`config.mk`:
```
export PLATFORM = sky130hd
export DESIGN_NAME = uart_rx_status
export DESIGN_NICKNAME = d
export VERILOG_FILES = /design/src/rtl/uart_rxstat_pkg.sv /design/src/rtl/rxstat_bus_decode.sv /design/src/rtl/rxstat_flag_cell.sv /design/src/rtl/rxstat_enable_reg.sv /design/src/rtl/rxstat_rdata.sv /design/src/rtl/uart_rx_status.sv
export SDC_FILE = /design/constraint.sdc
export NUM_CORES = 1
export LEC_CHECK = 0
export ABC_AREA = 1
export BUFFER_PORTS_ARGS = -buffer_cell sky130_fd_sc_hd__buf_4
export CAP_MARGIN = 40
export CORE_MARGIN = 3
export CORE_UTILIZATION = 41
export CTS_CLUSTER_DIAMETER = 100
export DETAILED_ROUTE_END_ITERATION = 8
export HOLD_SLACK_MARGIN = 0.08
export PLACE_DENSITY = 0.73
export SLEW_MARGIN = 10
export SYNTH_ARGS = -nofsm -noshare
export SYNTH_HDL_FRONTEND = slang
export SYNTH_SLANG_ARGS = --single-unit
```
`constraint.sdc`:
```
create_clock -name clk -period 2.3 [get_ports clk]
set_input_delay 0.23 -clock clk [delete_from_list [all_inputs] [get_ports clk]]
set_output_delay 0.23 -clock clk [all_outputs]
set_load 0.05 [all_outputs]
```
`src/rtl/uart_rxstat_pkg.sv`:
```
package uart_rxstat_pkg;

    // Number of sticky error flags and their positions in the error word.
    localparam int ERR_N      = 3;
    localparam int ERR_NOISE  = 2;
    localparam int ERR_FRAME  = 1;
    localparam int ERR_PARITY = 0;

    // Positions in the second status word.
    localparam int STB_BRK  = 1;
    localparam int STB_BUSY = 0;
    localparam int STB_N    = 2;

    // Decoded bus access kinds.
    typedef enum logic [2:0] {
        ACC_NONE      = 3'd0,
        ACC_RD_STAT_A = 3'd1,
        ACC_RD_STAT_B = 3'd2,
        ACC_RD_DATA   = 3'd3,
        ACC_RD_IRQEN  = 3'd4,
        ACC_WR_STAT_A = 3'd5,
        ACC_WR_IRQEN  = 3'd6,
        ACC_WR_OTHER  = 3'd7
    } acc_e;

    // Per-flag clear-arm states.
    typedef enum logic {
        ARM_IDLE = 1'b0,
        ARM_WAIT = 1'b1
    } arm_state_e;

endpackage

```
`src/rtl/rxstat_bus_decode.sv`:
```
module rxstat_bus_decode
    import uart_rxstat_pkg::*;
#(
    parameter int ADDR_W      = 2,
    parameter int STAT_A_ADDR = 0,
    parameter int STAT_B_ADDR = 1,
    parameter int DATA_ADDR   = 2,
    parameter int IRQEN_ADDR  = 3
) (
    input  logic              bus_en,
    input  logic              bus_we,
    input  logic [ADDR_W-1:0] bus_addr,
    output acc_e              acc
);

    localparam logic [ADDR_W-1:0] A_STAT_A = ADDR_W'(STAT_A_ADDR);
    localparam logic [ADDR_W-1:0] A_STAT_B = ADDR_W'(STAT_B_ADDR);
    localparam logic [ADDR_W-1:0] A_DATA   = ADDR_W'(DATA_ADDR);
    localparam logic [ADDR_W-1:0] A_IRQEN  = ADDR_W'(IRQEN_ADDR);

    always_comb begin
        acc = ACC_NONE;
        if (bus_en) begin
            if (bus_we) begin
                if (bus_addr == A_STAT_A) begin
                    acc = ACC_WR_STAT_A;
                end else if (bus_addr == A_IRQEN) begin
                    acc = ACC_WR_IRQEN;
                end else begin
                    acc = ACC_WR_OTHER;
                end
            end else begin
                if (bus_addr == A_STAT_A) begin
                    acc = ACC_RD_STAT_A;
                end else if (bus_addr == A_STAT_B) begin
                    acc = ACC_RD_STAT_B;
                end else if (bus_addr == A_DATA) begin
                    acc = ACC_RD_DATA;
                end else if (bus_addr == A_IRQEN) begin
                    acc = ACC_RD_IRQEN;
                end else begin
                    acc = ACC_NONE;
                end
            end
        end
    end

endmodule

```
`src/rtl/rxstat_flag_cell.sv`:
```
module rxstat_flag_cell
    import uart_rxstat_pkg::*;
(
    input  logic clk,
    input  logic rst_n,
    input  logic set_i,
    input  logic stat_rd_i,
    input  logic stat_wr_i,
    input  logic data_rd_i,
    output logic flag_o,
    output logic armed_o
);

    arm_state_e arm_q;
    arm_state_e arm_nx;
    logic       flag_q;
    logic       fire;

    // State register.
    always_ff @(posedge clk or negedge rst_n) begin
        if (!rst_n) begin
            arm_q <= ARM_IDLE;
        end else begin
            arm_q <= arm_nx;
        end
    end

    // Next state: arm, fire and cancel transitions.
    always_comb begin
        arm_nx = arm_q;
        unique case (arm_q)
            ARM_IDLE: begin
                if (stat_rd_i && flag_q) begin
                    arm_nx = ARM_WAIT;
                end
            end
            ARM_WAIT: begin
                if (stat_wr_i || data_rd_i) begin
                    arm_nx = ARM_IDLE;
                end
            end
        endcase
    end

    assign fire = (arm_q == ARM_WAIT) && data_rd_i;

    // Output process: the sticky flag, where a set event outranks a clear.
    always_ff @(posedge clk or negedge rst_n) begin
        if (!rst_n) begin
            flag_q <= 1'b0;
        end else if (set_i) begin
            flag_q <= 1'b1;
        end else if (fire) begin
            flag_q <= 1'b0;
        end
    end

    assign flag_o  = flag_q;
    assign armed_o = (arm_q == ARM_WAIT);

endmodule

```
`src/rtl/rxstat_enable_reg.sv`:
```
module rxstat_enable_reg #(
    parameter int EN_N = 3
) (
    input  logic            clk,
    input  logic            rst_n,
    input  logic            wr_i,
    input  logic [EN_N-1:0] wdata_i,
    output logic [EN_N-1:0] en_o
);

    always_ff @(posedge clk or negedge rst_n) begin
        if (!rst_n) begin
            en_o <= '0;
        end else if (wr_i) begin
            en_o <= wdata_i;
        end
    end

endmodule

```
`src/rtl/rxstat_rdata.sv`:
```
module rxstat_rdata
    import uart_rxstat_pkg::*;
#(
    parameter int DATA_W = 8
) (
    input  logic              clk,
    input  logic              rst_n,
    input  acc_e              acc,
    input  logic [ERR_N-1:0]  flags_i,
    input  logic [STB_N-1:0]  statb_i,
    input  logic [ERR_N-1:0]  en_i,
    input  logic [DATA_W-1:0] rx_byte_i,
    output logic [DATA_W-1:0] rdata_o
);

    localparam int PAD_ERR = DATA_W - ERR_N;
    localparam int PAD_STB = DATA_W - STB_N;

    logic [DATA_W-1:0] rdata_nx;
    logic              take;

    always_comb begin
        rdata_nx = rdata_o;
        take     = 1'b1;
        unique case (acc)
            ACC_RD_STAT_A: rdata_nx = {{PAD_ERR{1'b0}}, flags_i};
            ACC_RD_STAT_B: rdata_nx = {{PAD_STB{1'b0}}, statb_i};
            ACC_RD_DATA:   rdata_nx = rx_byte_i;
            ACC_RD_IRQEN:  rdata_nx = {{PAD_ERR{1'b0}}, en_i};
            ACC_NONE, ACC_WR_STAT_A, ACC_WR_IRQEN, ACC_WR_OTHER: take = 1'b0;
        endcase
    end

    always_ff @(posedge clk or negedge rst_n) begin
        if (!rst_n) begin
            rdata_o <= '0;
        end else if (take) begin
            rdata_o <= rdata_nx;
        end
    end

endmodule

```
`src/rtl/uart_rx_status.sv`:
```
module uart_rx_status
    import uart_rxstat_pkg::*;
#(
    parameter int DATA_W      = 8,
    parameter int ADDR_W      = 2,
    parameter int STAT_A_ADDR = 0,
    parameter int STAT_B_ADDR = 1,
    parameter int DATA_ADDR   = 2,
    parameter int IRQEN_ADDR  = 3
) (
    input  logic              clk,
    input  logic              rst_n,
    input  logic              bus_en,
    input  logic              bus_we,
    input  logic [ADDR_W-1:0] bus_addr,
    input  logic [DATA_W-1:0] bus_wdata,
    output logic [DATA_W-1:0] bus_rdata,
    input  logic [DATA_W-1:0] rx_byte,
    input  logic              ev_noise,
    input  logic              ev_frame,
    input  logic              ev_parity,
    input  logic              rx_brk,
    input  logic              rx_busy,
    output logic              irq_noise,
    output logic              irq_frame,
    output logic              irq_parity
);

    acc_e             acc;
    logic [ERR_N-1:0] ev_vec;
    logic [ERR_N-1:0] flag_q;
    logic [ERR_N-1:0] armed;
    logic [ERR_N-1:0] en_q;
    logic [ERR_N-1:0] irq_vec;
    logic [STB_N-1:0] statb;
    logic             stat_rd;
    logic             stat_wr;
    logic             data_rd;
    logic             en_wr;
    logic             unused_wdata_hi;

    assign unused_wdata_hi = ^bus_wdata[DATA_W-1:ERR_N];

    rxstat_bus_decode #(
        .ADDR_W      (ADDR_W),
        .STAT_A_ADDR (STAT_A_ADDR),
        .STAT_B_ADDR (STAT_B_ADDR),
        .DATA_ADDR   (DATA_ADDR),
        .IRQEN_ADDR  (IRQEN_ADDR)
    ) u_dec (
        .bus_en   (bus_en),
        .bus_we   (bus_we),
        .bus_addr (bus_addr),
        .acc      (acc)
    );

    assign stat_rd = (acc == ACC_RD_STAT_A);
    assign stat_wr = (acc == ACC_WR_STAT_A);
    assign data_rd = (acc == ACC_RD_DATA);
    assign en_wr   = (acc == ACC_WR_IRQEN);

    always_comb begin
        ev_vec             = '0;
        ev_vec[ERR_NOISE]  = ev_noise;
        ev_vec[ERR_FRAME]  = ev_frame;
        ev_vec[ERR_PARITY] = ev_parity;
    end

    for (genvar k = 0; k < ERR_N; k++) begin : g_flag
        rxstat_flag_cell u_cell (
            .clk       (clk),
            .rst_n     (rst_n),
            .set_i     (ev_vec[k]),
            .stat_rd_i (stat_rd),
            .stat_wr_i (stat_wr),
            .data_rd_i (data_rd),
            .flag_o    (flag_q[k]),
            .armed_o   (armed[k])
        );
        assign irq_vec[k] = flag_q[k] & en_q[k];
    end

    rxstat_enable_reg #(
        .EN_N (ERR_N)
    ) u_en (
        .clk     (clk),
        .rst_n   (rst_n),
        .wr_i    (en_wr),
        .wdata_i (bus_wdata[ERR_N-1:0]),
        .en_o    (en_q)
    );

    always_comb begin
        statb           = '0;
        statb[STB_BRK]  = rx_brk;
        statb[STB_BUSY] = rx_busy;
    end

    rxstat_rdata #(
        .DATA_W (DATA_W)
    ) u_rd (
        .clk       (clk),
        .rst_n     (rst_n),
        .acc       (acc),
        .flags_i   (flag_q),
        .statb_i   (statb),
        .en_i      (en_q),
        .rx_byte_i (rx_byte),
        .rdata_o   (bus_rdata)
    );

    assign irq_noise  = irq_vec[ERR_NOISE];
    assign irq_frame  = irq_vec[ERR_FRAME];
    assign irq_parity = irq_vec[ERR_PARITY];

endmodule

```
## Word level (Yosys, flattened, before mapping)

Cells that the tools add are included.

| cells by class | value |
|---|---|
| add/sub/neg operators | 0 |
| multiply operators | 0 |
| div/mod/pow operators | 0 |
| $lt $le $gt $ge | 0 |
| eq/ne operators | 10 |
| shift-type cells | 0 |
| multiplexer cells | 22 |
| bitwise logic cells | 7 |
| reductions and logical operators | 15 |

Operators by type and width:

| operator | number |
|---|---|
| $pmux W8 S4 | 1 |
| $mux W3 | 7 |
| $eq A3 B3 Y1 const B | 4 |
| $mux W1 | 11 |
| $eq A3 B2 Y1 const B | 2 |
| $logic_and A1 B1 Y1 | 6 |
| $pmux W1 S2 | 3 |
| $reduce_bool A2 Y1 | 3 |
| $eq A2 B2 Y1 const B | 2 |
| $not A1 Y1 | 4 |
| $reduce_bool A4 Y1 | 1 |
| $reduce_or A4 Y1 | 1 |
| $and A1 B1 Y1 | 3 |
| $eq A3 B1 Y1 const B | 1 |
| $logic_not A3 Y1 | 1 |
| $eq A2 B1 Y1 const B | 1 |
| $logic_not A2 Y1 | 1 |
| $reduce_and A2 Y1 | 1 |
| $logic_or A1 B1 Y1 | 1 |

| storage, ports and cells | value |
|---|---|
| register bits after elaboration | 17 |
| bits in latches | 0 |
| memory bits (writable) | 0 |
| bits in read-only memories | 0 |
| input port bits | 27 |
| output and inout port bits | 11 |
| logic and storage cells | 62 |
| memories kept | 0 |

## Logic depth before layout (Yosys ltp)

Gate-level depths: netlist of run 1.

| depth | value |
|---|---|
| depth after elaboration | 11 |
| mapped depth | 12 |
| depth with buffers taken out | 12 |

## Hierarchy

From an unflattened synthesis of run 1, not the netlist that was laid out.

| second synthesis, totals | value |
|---|---|
| cells, all modules | 138 |
| area total of the unflattened synthesis | 977.2 um^2 |

By module, submodules not included:

| module | instances | cells an instance | area each (um^2) | seq. area each (um^2) |
|---|---|---|---|---|
| rxstat_rdata | 1 | 61 | 460.4 | 200.2 |
| rxstat_flag_cell | 3 | 11 | 85.1 | 50.0 |
| rxstat_enable_reg | 1 | 13 | 112.6 | 75.1 |
| rxstat_bus_decode | 1 | 16 | 92.6 | 0.0 |
| uart_rx_status | 1 | 15 | 56.3 | 0.0 |

## Worst setup path after synthesis of run 1

Ideal clock, no wire load.

| timing | value |
|---|---|
| kind | input -> register |
| start | input port bus_addr[0] |
| end | register u_rd.rdata_o[2] |
| setup time | 0.118 ns |
| data arrival time | 1.246 ns |
| data required time | 2.182 ns |
| setup slack | 0.936 ns |
| stages on the path | 10 |
| buffers on the path | 0 |
| cell sequence | inv_1 -> ha_1 -> inv_1 -> nand2_1 -> nand3_1 -> nand3_2 -> nand2_2 -> o21ai_0 -> nor2_1 -> nor2_1 |

| on the way | value |
|---|---|
| longest elaborated chain between the ends | 11 |
| elaborated cells between the ends (all ways) | 25 |
| those cells by class | eq/ne (10); mux (9); bitwise (1); reduce/logical (5) |

Ends and longest elaborated chain:

| element | line | RTL |
|---|---|---|
| from (decl) | uart_rx_status.sv:15 | `input logic [ADDR_W-1:0] bus_addr,` |
| $eq A2 B2 Y1 | rxstat_bus_decode.sv:27, rxstat_bus_decode.sv:39 |  |
| $mux W3 | rxstat_bus_decode.sv:39 | `end else if (bus_addr == A_IRQEN) begin` |
| $mux W3 | rxstat_bus_decode.sv:37 | `end else if (bus_addr == A_DATA) begin` |
| $mux W3 | rxstat_bus_decode.sv:35 | `end else if (bus_addr == A_STAT_B) begin` |
| $mux W3 | rxstat_bus_decode.sv:33 | `if (bus_addr == A_STAT_A) begin` |
| $mux W3 * | rxstat_bus_decode.sv:24 | `if (bus_we) begin` |
| $mux W3 * | rxstat_bus_decode.sv:23 | `if (bus_en) begin` |
| $eq A3 B3 Y1 or $logic_not A3 Y1 (tied branches) | rxstat_rdata.sv:25 | `unique case (acc)` |
| $reduce_or A4 Y1 | rxstat_rdata.sv:25 |  |
| $not A1 Y1 (no line) | - |  |
| $reduce_and A2 Y1 (no line) | - |  |
| to (signal assigned) | rxstat_rdata.sv:38 | `rdata_o <= rdata_nx;` |
| to (decl) | rxstat_rdata.sv:13 | `output logic [DATA_W-1:0] rdata_o` |

Mark *: on every way between the ends. The rest lies on a longest branch, timed or not.
A chain may end at the register's enable or synchronous reset.

## Worst setup path in the final report of run 1

| timing | value |
|---|---|
| start | input port bus_addr[0] |
| end | register g_flag[2].u_cell.arm_q |

| on the way | value |
|---|---|
| longest elaborated chain between the ends | 11 |
| elaborated cells between the ends (all ways) | 20 |
| those cells by class | eq/ne (6); mux (11); reduce/logical (3) |

Ends and longest elaborated chain:

| element | line | RTL |
|---|---|---|
| $eq A2 B2 Y1 | rxstat_bus_decode.sv:27, rxstat_bus_decode.sv:39 |  |
| $mux W3 | rxstat_bus_decode.sv:39 |  |
| $mux W3 | rxstat_bus_decode.sv:37 |  |
| $mux W3 | rxstat_bus_decode.sv:35 |  |
| $mux W3 | rxstat_bus_decode.sv:33 |  |
| $mux W3 * | rxstat_bus_decode.sv:24 |  |
| $mux W3 * | rxstat_bus_decode.sv:23 |  |
| $eq A3 B3 Y1, or another cell as far along | uart_rx_status.sv:58 | `assign stat_wr = (acc == ACC_WR_STAT_A);` |
| $logic_or A1 B1 Y1 or $logic_and A1 B1 Y1 (tied branches) | rxstat_flag_cell.sv:38, rxstat_flag_cell.sv:33 |  |
| $mux W1, on equally long branches | rxstat_flag_cell.sv:38, rxstat_flag_cell.sv:33 |  |
| $pmux W1 S2 * | rxstat_flag_cell.sv:31 | `unique case (arm_q)` |
| net g_flag[2].u_cell.arm_nx | rxstat_flag_cell.sv:15 | `arm_state_e arm_nx;` |
| to (signal assigned) | rxstat_flag_cell.sv:24 | `arm_q <= arm_nx;` |
| to (decl) | rxstat_flag_cell.sv:14 | `arm_state_e arm_q;` |

Mark *: on every way through the listed nets, which the timed path passes. The rest lies on a longest branch.

==> results of run 1 <==
## state kept, by name, summed over array words and instances, names as in the netlist
| register | cells |
|---|---|
| g_flag.u_cell.armed_o | 3 |
| g_flag.u_cell.flag_o | 3 |
| u_en.en_o | 3 |
| u_rd.rdata_o | 8 |
## repair_timing
| item | in CTS | in global routing |
|---|---|---|
| hold buffers | 1 | 0 |
| buffers inserted | 0 | 0 |
| gates resized for setup | 0 | 0 |
| hold endpoints to repair | 17 | 0 |
| setup endpoints to repair | 0 | 0 |
## layer usage
metal | share of wire | vias to the layer above | track usage
li1 | - | 483 | -
met1 | 0.44 | 412 | 0.213
met2 | 0.50 | 21 | 0.273
met3 | 0.042 | 4 | 0.0327
met4 | 0.012 | 0 | 0.0747
met5 | 0 | - | 0
## cell usage in the layout, fill, tap and decap left out
master and count:
nand3_1 6, dlygate4sd3_1 1, nor2_1 11, inv_1 18
nand2_4 1, o21bai_1 3, clkinv_2 1, a21oi_2 1
o21ai_0 4, nor2_4 1, a21oi_1 1, nand2_1 48
inv_2 3, clkbuf_4 3, nor3_1 1, o21ai_2 2
nand2_2 1, nand3_2 1, nand4_1 7, buf_4 32
ha_1 3, dfrtp_1 17
## final cells by class
class / instances / area, µm² / area share
repair buffers: 33 / 250 / 0.198
multi-input cells: 91 / 450 / 0.356
well taps: 27 / 33.8 / 0.0267
clock buffers: 3 / 22.5 / 0.0178
clock inverters: 1 / 5.00 / 0.00395
flip-flops and latches: 17 / 425 / 0.336
inverters: 21 / 78.8 / 0.0623
## how the worst max path moves through the flow
stage                      from                       end
floorplan           bus_addr[0]           u_rd.rdata_o[2]
CTS                 bus_addr[0]  g_flag[2].u_cell.armed_o
detailed placement  bus_addr[0]   g_flag[1].u_cell.flag_o
finish              bus_addr[0]  g_flag[2].u_cell.armed_o
global route        bus_addr[0]              u_en.en_o[2]
global placement    bus_addr[0]  g_flag[2].u_cell.armed_o
## power groups by stage
| stage | clock, W | sequential [W] | combinational (W) |
|---|---|---|---|
| global placement | 0 | 0.000388 | 0.000327 |
| CTS | 0.000166 | 0.000387 | 0.000338 |
| global route | 0.000175 | 0.000394 | 0.000368 |
| detailed placement | 0 | 0.000393 | 0.000336 |
| finish | 0.000159 | 0.000386 | 0.000335 |
| floorplan | 0 | 0.000434 | 0.000176 |
## stage by stage
step | instance area [µm²] | hold slack (ps) | setup slack (ps)
2_1_floorplan | 955 | -65.6 | 936
3_3_place_gp | 1230 | 103 | 679
3_5_place_dp | 1230 | 104 | 645
4_1_cts | 1270 | 118 | 957
5_1_grt | 1270 | 125 | 774
6_report | 1270 | 124 | 930
## logic make-up (layout without fill, tap and decap cells)
family | after synthesis | after routing | share of synthesized area
fa+ha+maj | 3 | 3 | 0.0393
buf+inv | 21 | 58 | 0.0826
simple gates | 77 | 77 | 0.355
flops | 17 | 17 | 0.446
compound gates | 11 | 11 | 0.0773
==> results.cfg, run 1 <==
[status]
outcome = finished, final reports clean

[power_and_ir_drop]
peakVddDrop_mv = 0.497
p_int_w = 0.000529
finalPower_w = 0.000880
switching_share = 0.399
power_density_nw_per_um2 = 695
switchingPower_w = 0.000351
p_clk_frac = 0.181
comb_power_share = 0.381
p_leak_nw = 0.737
seq_power_share = 0.439

[global_routing]
grt_max_degree = 18
grt_pass1_vias = 828
overflow = 0
antenna_found_initial = 0
grt_pass1_wl_um = 3520
groute.usage.overall = 0.167

[setup_path]
path_class = in2reg
slowest_delay_ps = 390
path_buf_inv = 2
crit_arrival_ps = 1600
cp_data_required_time_ps = 2530
startpoint_type = input pin
crit_family = simple AND/OR/NAND/NOR gates
path_cells = buf_4, ha_1, o21ai_2, inv_2, nor3_1, nand3_1, nand2_1
cp.depth = 7
cp_max_fo = 7
worst_r2r_path_depth = 6
endpoint_kind = flip-flop
critical_path.slowest_cell = nor3_1
reg2reg_slack_ps = 1370
timing.rr.end = u_rd.rdata_o[1]
timing.rr.start = g_flag[1].u_cell.flag_o

[clock_network]
cts_buffer_depth = 2
clk_latency_ps = 290
cts_num_sinks = 17
clk_pin_slew_ps = 100
cts_htree_levels = 1
numCtsBuffers = 3
cts_tree = done
root_buffer = clkbuf_4

[finish]
nFillCells = 206
fin_util = 0.608
area_delta_synth_final_pct = 32.6
drive_above_1_share = 0.277
final_nets = 197
insertedDiodeCount = 0
stdcell_count = 193

[synthesis]
synthFlopType = dfrtp_1
synth_common_cells = nand2_1 (48), inv_1 (18), dfrtp_1 (17)
syn_avg_cell_area_um2 = 7.40
yosys.area.top_type_share = 0.446
netlist_area_um2 = 955
synth-async-reset-ratio = 1.00
yosys_warnings = 0
synth_cell_types = 18
synth_area_leader_cell = dfrtp_1
synth.most_common_cell = nand2_1
synth_area_leaders = dfrtp_1 (45%), nand2_1 (19%), inv_1 (7.1%), nand4_1 (4.6%), nor2_1 (4.3%)
ys_seq_area_frac = 0.446
synth-seq-cells = 17
synth-edff-count = 0
synth_nets = 159
syn-instance-count = 129

[placed_design]
dp_cells = 188
place.gp.congestion = 0.813
hpwl_um = 1790
placement.io_buffers = 32

[min_path]
worst_hold_startpoint = ev_parity
hold_path_depth = 2
holdPathEnd = g_flag[0].u_cell.flag_o
hold_class = in2reg

[floorplan]
core_um2 = 2080
start_util = 0.459
die_y_um = 54.3
rows = 16
die_area_um2 = 2940
fp.dieW_um = 54.3
io_pins = 38

[routing]
drc = 0
via_count = 920
dr.first_iter.drc_count = 20
viasPerCell = 4.77
wl_um = 2150
postRouteAntennaNets = 0
wl_per_cell_um = 11.1
drt_pass1_iterations = 4

[timing]
max_slew_margin = 0.730
setup_viol = 0
finalHoldViolations = 0
drv_slew = 0
finalCriticalPeriod_ps = 1370
worst_slew_pin_slew_ps = 402
fmax_mhz = 730
timing.setup.tns_ps = 0
fin_worst_skew_ps = 6.51
rsz0062_at_grt = false
post-route-period-util = 0.595

[run]
maxCapViolations = 0
Note: power is estimated with default switching activity, not from simulation.
==> run 2, diff against run 1 <==
Settings changed: ABC_AREA 1 to 0, PLACE_DENSITY 0.73 to 0.74.
Clock period 2.3 ns to 1.4 ns, I/O delays scaled along.
==> results.cfg, run 2 <==
[setup_path]
cp_data_required_time_ps = 1570
endpoint_kind = flip-flop
startpoint_type = input pin
path_class = in2reg
path_buf_inv = 2
critical_path.slowest_cell = or4_4
crit_arrival_ps = 1730
path_cells = buf_8, inv_4, ha_4, or4_4, a221o_1, a222oi_1, mux2i_1
slowest_delay_ps = 480
crit_family = compound AO/OA/AOI/OAI gates
cp_max_fo = 3

[floorplan]
fp.dieW_um = 52.5
die_y_um = 52.5
rows = 16
start_util = 0.443
die_area_um2 = 2750
core_um2 = 2000
io_pins = 38

[finish]
stdcell_count = 171
regArea_um2 = 425
final_nets = 175
largest_reg_flops = 8
mostFrequentLayoutCells = buf_4 (43), dfrtp_1 (17), nand2_1 (11), dlygate4sd3_1 (10), inv_1 (6)
layout_commonest_cell = buf_4
fin_util = 0.741
multi_input_area_um2 = 482
regMostFlops = u_rd.rdata_o
nFillCells = 144
area_delta_synth_final_pct = 67.4
insertedDiodeCount = 0
drive_above_1_share = 0.451

[global_routing]
grt_pass1_wl_um = 4060
grt_pass1_vias = 915
overflow = 0
groute.usage.overall = 0.198
grt_max_degree = 18
antenna_found_initial = 0

[synthesis]
synth_area_leader_cell = dfrtp_1
synth-edff-count = 0
yosys_warnings = 0
synth_common_cells = dfrtp_1 (17), nand2_1 (11), inv_1 (8)
synth-seq-cells = 17
yosys.area.top_type_share = 0.480
synth_nets = 115
synth-async-reset-ratio = 1.00
ys_seq_area_frac = 0.480
syn_avg_cell_area_um2 = 10.4
synth.most_common_cell = dfrtp_1
synth_cell_types = 24
syn-instance-count = 85
netlist_area_um2 = 886
synthFlopType = dfrtp_1
synth_area_leaders = dfrtp_1 (48%), mux2_2 (6.4%), a22o_1 (4.9%), nand2_1 (4.7%), ha_1 (4.2%)

[placed_design]
dp_cells = 156
placement.io_buffers = 32
hpwl_um = 1650
place.gp.congestion = 0.757

[power_and_ir_drop]
p_leak_nw = 0.706
peakVddDrop_mv = 0.713
switching_share = 0.381
power_density_nw_per_um2 = 1020
p_int_w = 0.000938
seq_power_share = 0.411
switchingPower_w = 0.000577
p_clk_frac = 0.175
comb_power_share = 0.414

[routing]
wl_met1_um = 955
dr.first_iter.drc_count = 50
wl_met3_um = 200
drt_pass1_iterations = 4
postRouteAntennaNets = 0
wl_um = 2390
wl_per_cell_um = 14.0
dr_wl_met2_um = 1190
viasPerCell = 5.22
top_layer_used = met4
via_count = 892
drc = 0

[timing]
post-route-period-util = 1.12
setup_viol = 8
fmax_mhz = 639
worst_slew_pin_slew_ps = 354
max_slew_margin = 0.762
finalCriticalPeriod_ps = 1560
timing.setup.tns_ps = -1140
rsz0062_at_grt = true
fin_ws_ps = -165
finalHoldViolations = 0
holdWs_ps = 85.3
drv_slew = 0
fin_worst_skew_ps = 0.350

[clock_network]
clk_latency_ps = 290
clk_pin_slew_ps = 100
numCtsBuffers = 3
cts_tree = done
cts_num_sinks = 17
cts_buffer_depth = 2
cts_htree_levels = 1
root_buffer = clkbuf_4

[run]
maxCapViolations = 0

[status]
failed_checks = negative setup slack
outcome = finished, violations left

[min_path]
hold_class = in2reg
-- run 2: cell count changes in the layout (fill, tap and decap cells not counted), sizes merged, moves of 7 or more --
cell and delta:
inv -13, nand2 -39, nor2 -10, nand4 -7
nand3 -7, dlygate4sd3 +9, buf +14
-- run 2: final cells by class --
| cell class | instances | area share |
|---|---|---|
| inverter | 8 | 0.0304 |
| multi-input combinational | 59 | 0.325 |
| clock buffer | 3 | 0.0152 |
| sequential | 17 | 0.287 |
| tap | 27 | 0.0228 |
| timing repair buffer | 56 | 0.316 |
| clock inverter | 1 | 0.00338 |
-- run 2: cells by family after synthesis --
kind of cell | Yosys count | synth area share
compound gates | 22 | 0.184
fa+ha+maj | 3 | 0.0424
buf+inv | 9 | 0.0466
flops | 17 | 0.480
mux | 8 | 0.0975
simple gates | 26 | 0.150
-- run 2: per-stage QoR --
stage	power, W	worst slack, ps	cell area [µm²]
after floorplan	0.000987	-356	920
after CTS	0.00150	-199	1440
after global routing	0.00160	-239	1480
final	0.00151	-165	1480
after detailed placement	0.00121	-552	1280
after global placement	0.00119	-533	1280
-- run 2: worst paths after layout --
check | slack, ps | depth (start not counted) | endpoint | from
worst max-delay path | -160 | 7 | u_rd.rdata_o[0] | bus_addr[1]
worst min-delay path | 90 | 2 | u_rd.rdata_o[3] | rx_byte[3]
worst max register to register | 390 | 2 | u_rd.rdata_o[1] | g_flag[1].u_cell.flag_o
worst min register to register | 490 | 1 | g_flag[2].u_cell.armed_o | g_flag[2].u_cell.armed_o
max in group asynchronous | 980 | 2 | u_en.en_o[2] | rst_n
min in group asynchronous | 240 | 2 | u_rd.rdata_o[4] | rst_n
-- run 2: what timing repair did --
action / CTS / global route
pin swaps: 5 / 6
resized for setup: 8 / 8
endpoints found under the hold margin: 26 / 0
endpoints found under the setup margin: 8 / 14
setup buffers: 0 / 1
hold buffers: 10 / 0
-- run 2: power by group through the flow --
| stage | clock [W] | combinational (W) | sequential [W] |
|---|---|---|---|
| 5_1_grt | 0.000296 | 0.000675 | 0.000634 |
| 3_5_place_dp | 0 | 0.000576 | 0.000630 |
| 6_report | 0.000265 | 0.000627 | 0.000623 |
| 2_1_floorplan | 0 | 0.000246 | 0.000741 |
| 4_1_cts | 0.000273 | 0.000610 | 0.000621 |
| 3_3_place_gp | 0 | 0.000567 | 0.000628 |
-- run 2: metal layers --
layer  up-vias  GRT usage
met5         -          0
met4         0     0.0383
met3         4     0.0427
met2        51      0.343
met1       406      0.253
li1        431          -
-- run 2: worst register-to-register path, stage by stage (launching register included) --
cell	delay [ps]
dfrtp_1	440
a222oi_1	340
mux2i_1	110
==> run 3, diff against run 2 <==
Settings changed: RECOVER_POWER set to 50.
==> results.cfg, run 3 (synthesized netlist as in run 2, its figures left out) <==
[finish]
layout_commonest_cell = buf_4
multi_input_area_um2 = 482
nFillCells = 146
regArea_um2 = 425
area_delta_synth_final_pct = 66.9
fin_util = 0.739
mostFrequentLayoutCells = buf_4 (42), dfrtp_1 (17), nand2_1 (11), dlygate4sd3_1 (10), inv_1 (6)
drive_above_1_share = 0.444
insertedDiodeCount = 0
final_nets = 175
regMostFlops = u_rd.rdata_o
final_cell_area_um2 = 1480
stdcell_count = 171
largest_reg_flops = 8

[timing]
post-route-period-util = 1.12
finalHoldViolations = 0
drv_slew = 0
fmax_mhz = 639
finalCriticalPeriod_ps = 1560
rsz0062_at_grt = true
holdWs_ps = 85.4
worst_slew_pin_slew_ps = 899
setup_viol = 8
max_slew_margin = 0.401
fin_ws_ps = -165
fin_worst_skew_ps = 0.350

[status]
outcome = finished, violations left
failed_checks = negative setup slack

[placed_design]
dp_cells = 156
hpwl_um = 1650
dpl_cell_area_um2 = 1280
placement.io_buffers = 32
place.gp.congestion = 0.757

[power_and_ir_drop]
peakVddDrop_mv = 0.712
power_density_nw_per_um2 = 1020
p_leak_nw = 0.703
finalPower_w = 0.00151

[clock_network]
cts_htree_levels = 1
numCtsBuffers = 3
root_buffer = clkbuf_4
clk_latency_ps = 290
cts_tree = done
cts_num_sinks = 17
cts_buffer_depth = 2
clk_pin_slew_ps = 100

[global_routing]
grt_pass1_wl_um = 4060
grt_max_degree = 18
groute.usage.overall = 0.198
antenna_found_initial = 0
grt_pass1_vias = 915
overflow = 0

[floorplan]
core_um2 = 2000
start_util = 0.443
fp.dieW_um = 52.5
io_pins = 38
die_area_um2 = 2750
rows = 16
die_y_um = 52.5

[routing]
wl_per_cell_um = 14.0
via_count = 893
viasPerCell = 5.22
dr.first_iter.drc_count = 50
wl_um = 2390
drt_pass1_iterations = 4
drc = 0
postRouteAntennaNets = 0

[setup_path]
startpoint_type = input pin
endpoint_kind = flip-flop
worst_r2r_path_depth = 2
critical_path.slowest_cell = or4_4
path_cells = buf_8, inv_4, ha_4, or4_4, a221o_1, a222oi_1, mux2i_1
slowest_delay_ps = 480
crit_arrival_ps = 1730
path_class = in2reg
cp_data_required_time_ps = 1570
timing.rr.end = u_rd.rdata_o[1]
timing.rr.start = g_flag[1].u_cell.flag_o
cp_max_fo = 3
reg2reg_slack_ps = 390

[min_path]
hold_path_depth = 2
hold_class = in2reg
worst_hold_startpoint = rx_byte[3]
holdPathEnd = u_rd.rdata_o[3]

[run]
maxCapViolations = 0
run 3: through the flow:
stage | worst slack (ps) | setup TNS [ps]
finish | -165 | -1140
global route | -239 | -1500
global placement | -533 | -5900
CTS | -199 | -619
floorplan | -356 | -1590
detailed placement | -552 | -6120
run 3: metal layers:
metal | global-route usage | share of wire | vias up
li1 | - | - | 431
met1 | 0.253 | 0.40 | 407
met2 | 0.343 | 0.50 | 51
met3 | 0.0427 | 0.084 | 4
met4 | 0.0383 | 0.018 | 0
met5 | 0 | 0 | -
run 3: timing repair:
item,CTS,global route
hold endpoints to repair,26,0
pin swaps,5,6
setup endpoints to repair,8,14
buffers inserted,0,1
gates resized for setup,8,8
hold buffers,10,0
cloned,0,0
run 3: cell type report:
| cell class | instances | share of cell area |
|---|---|---|
| flip-flops and latches | 17 | 0.288 |
| clock buffers | 3 | 0.0152 |
| clock inverters | 1 | 0.00338 |
| well taps | 27 | 0.0228 |
| multi-input cells | 59 | 0.326 |
| inverters | 8 | 0.0305 |
| repair buffers | 56 | 0.315 |
run 3: how the worst max path moves through the flow:
stage,to,depth (start not counted),startpoint,slack (ps)
floorplan,u_rd.rdata_o[0],6,bus_addr[0],-360
global placement,u_rd.rdata_o[0],7,bus_addr[0],-530
detailed placement,u_rd.rdata_o[0],7,bus_addr[0],-550
CTS,u_rd.rdata_o[1],7,bus_addr[1],-200
global route,u_rd.rdata_o[1],7,bus_addr[1],-240
finish,u_rd.rdata_o[0],7,bus_addr[1],-160
run 3: critical path: cells and delay by family:
kind / cells / cell delay (ps)
adders and majority gates: 1 / 190
muxes: 1 / 120
AOI/OAI and AO/OA: 2 / 650
buffers and inverters: 2 / 150
and+or+nand+nor: 1 / 480
run 3: power by group:
| part | internal [W] | total (W) | switching (W) |
|---|---|---|---|
| logic | 0.000261 | 0.000626 | 0.000365 |
| registers | 0.000569 | 0.000623 | 0.0000536 |
| clock network | 0.000106 | 0.000265 | 0.000159 |
| total | 0.000936 | 0.00151 | 0.000577 |
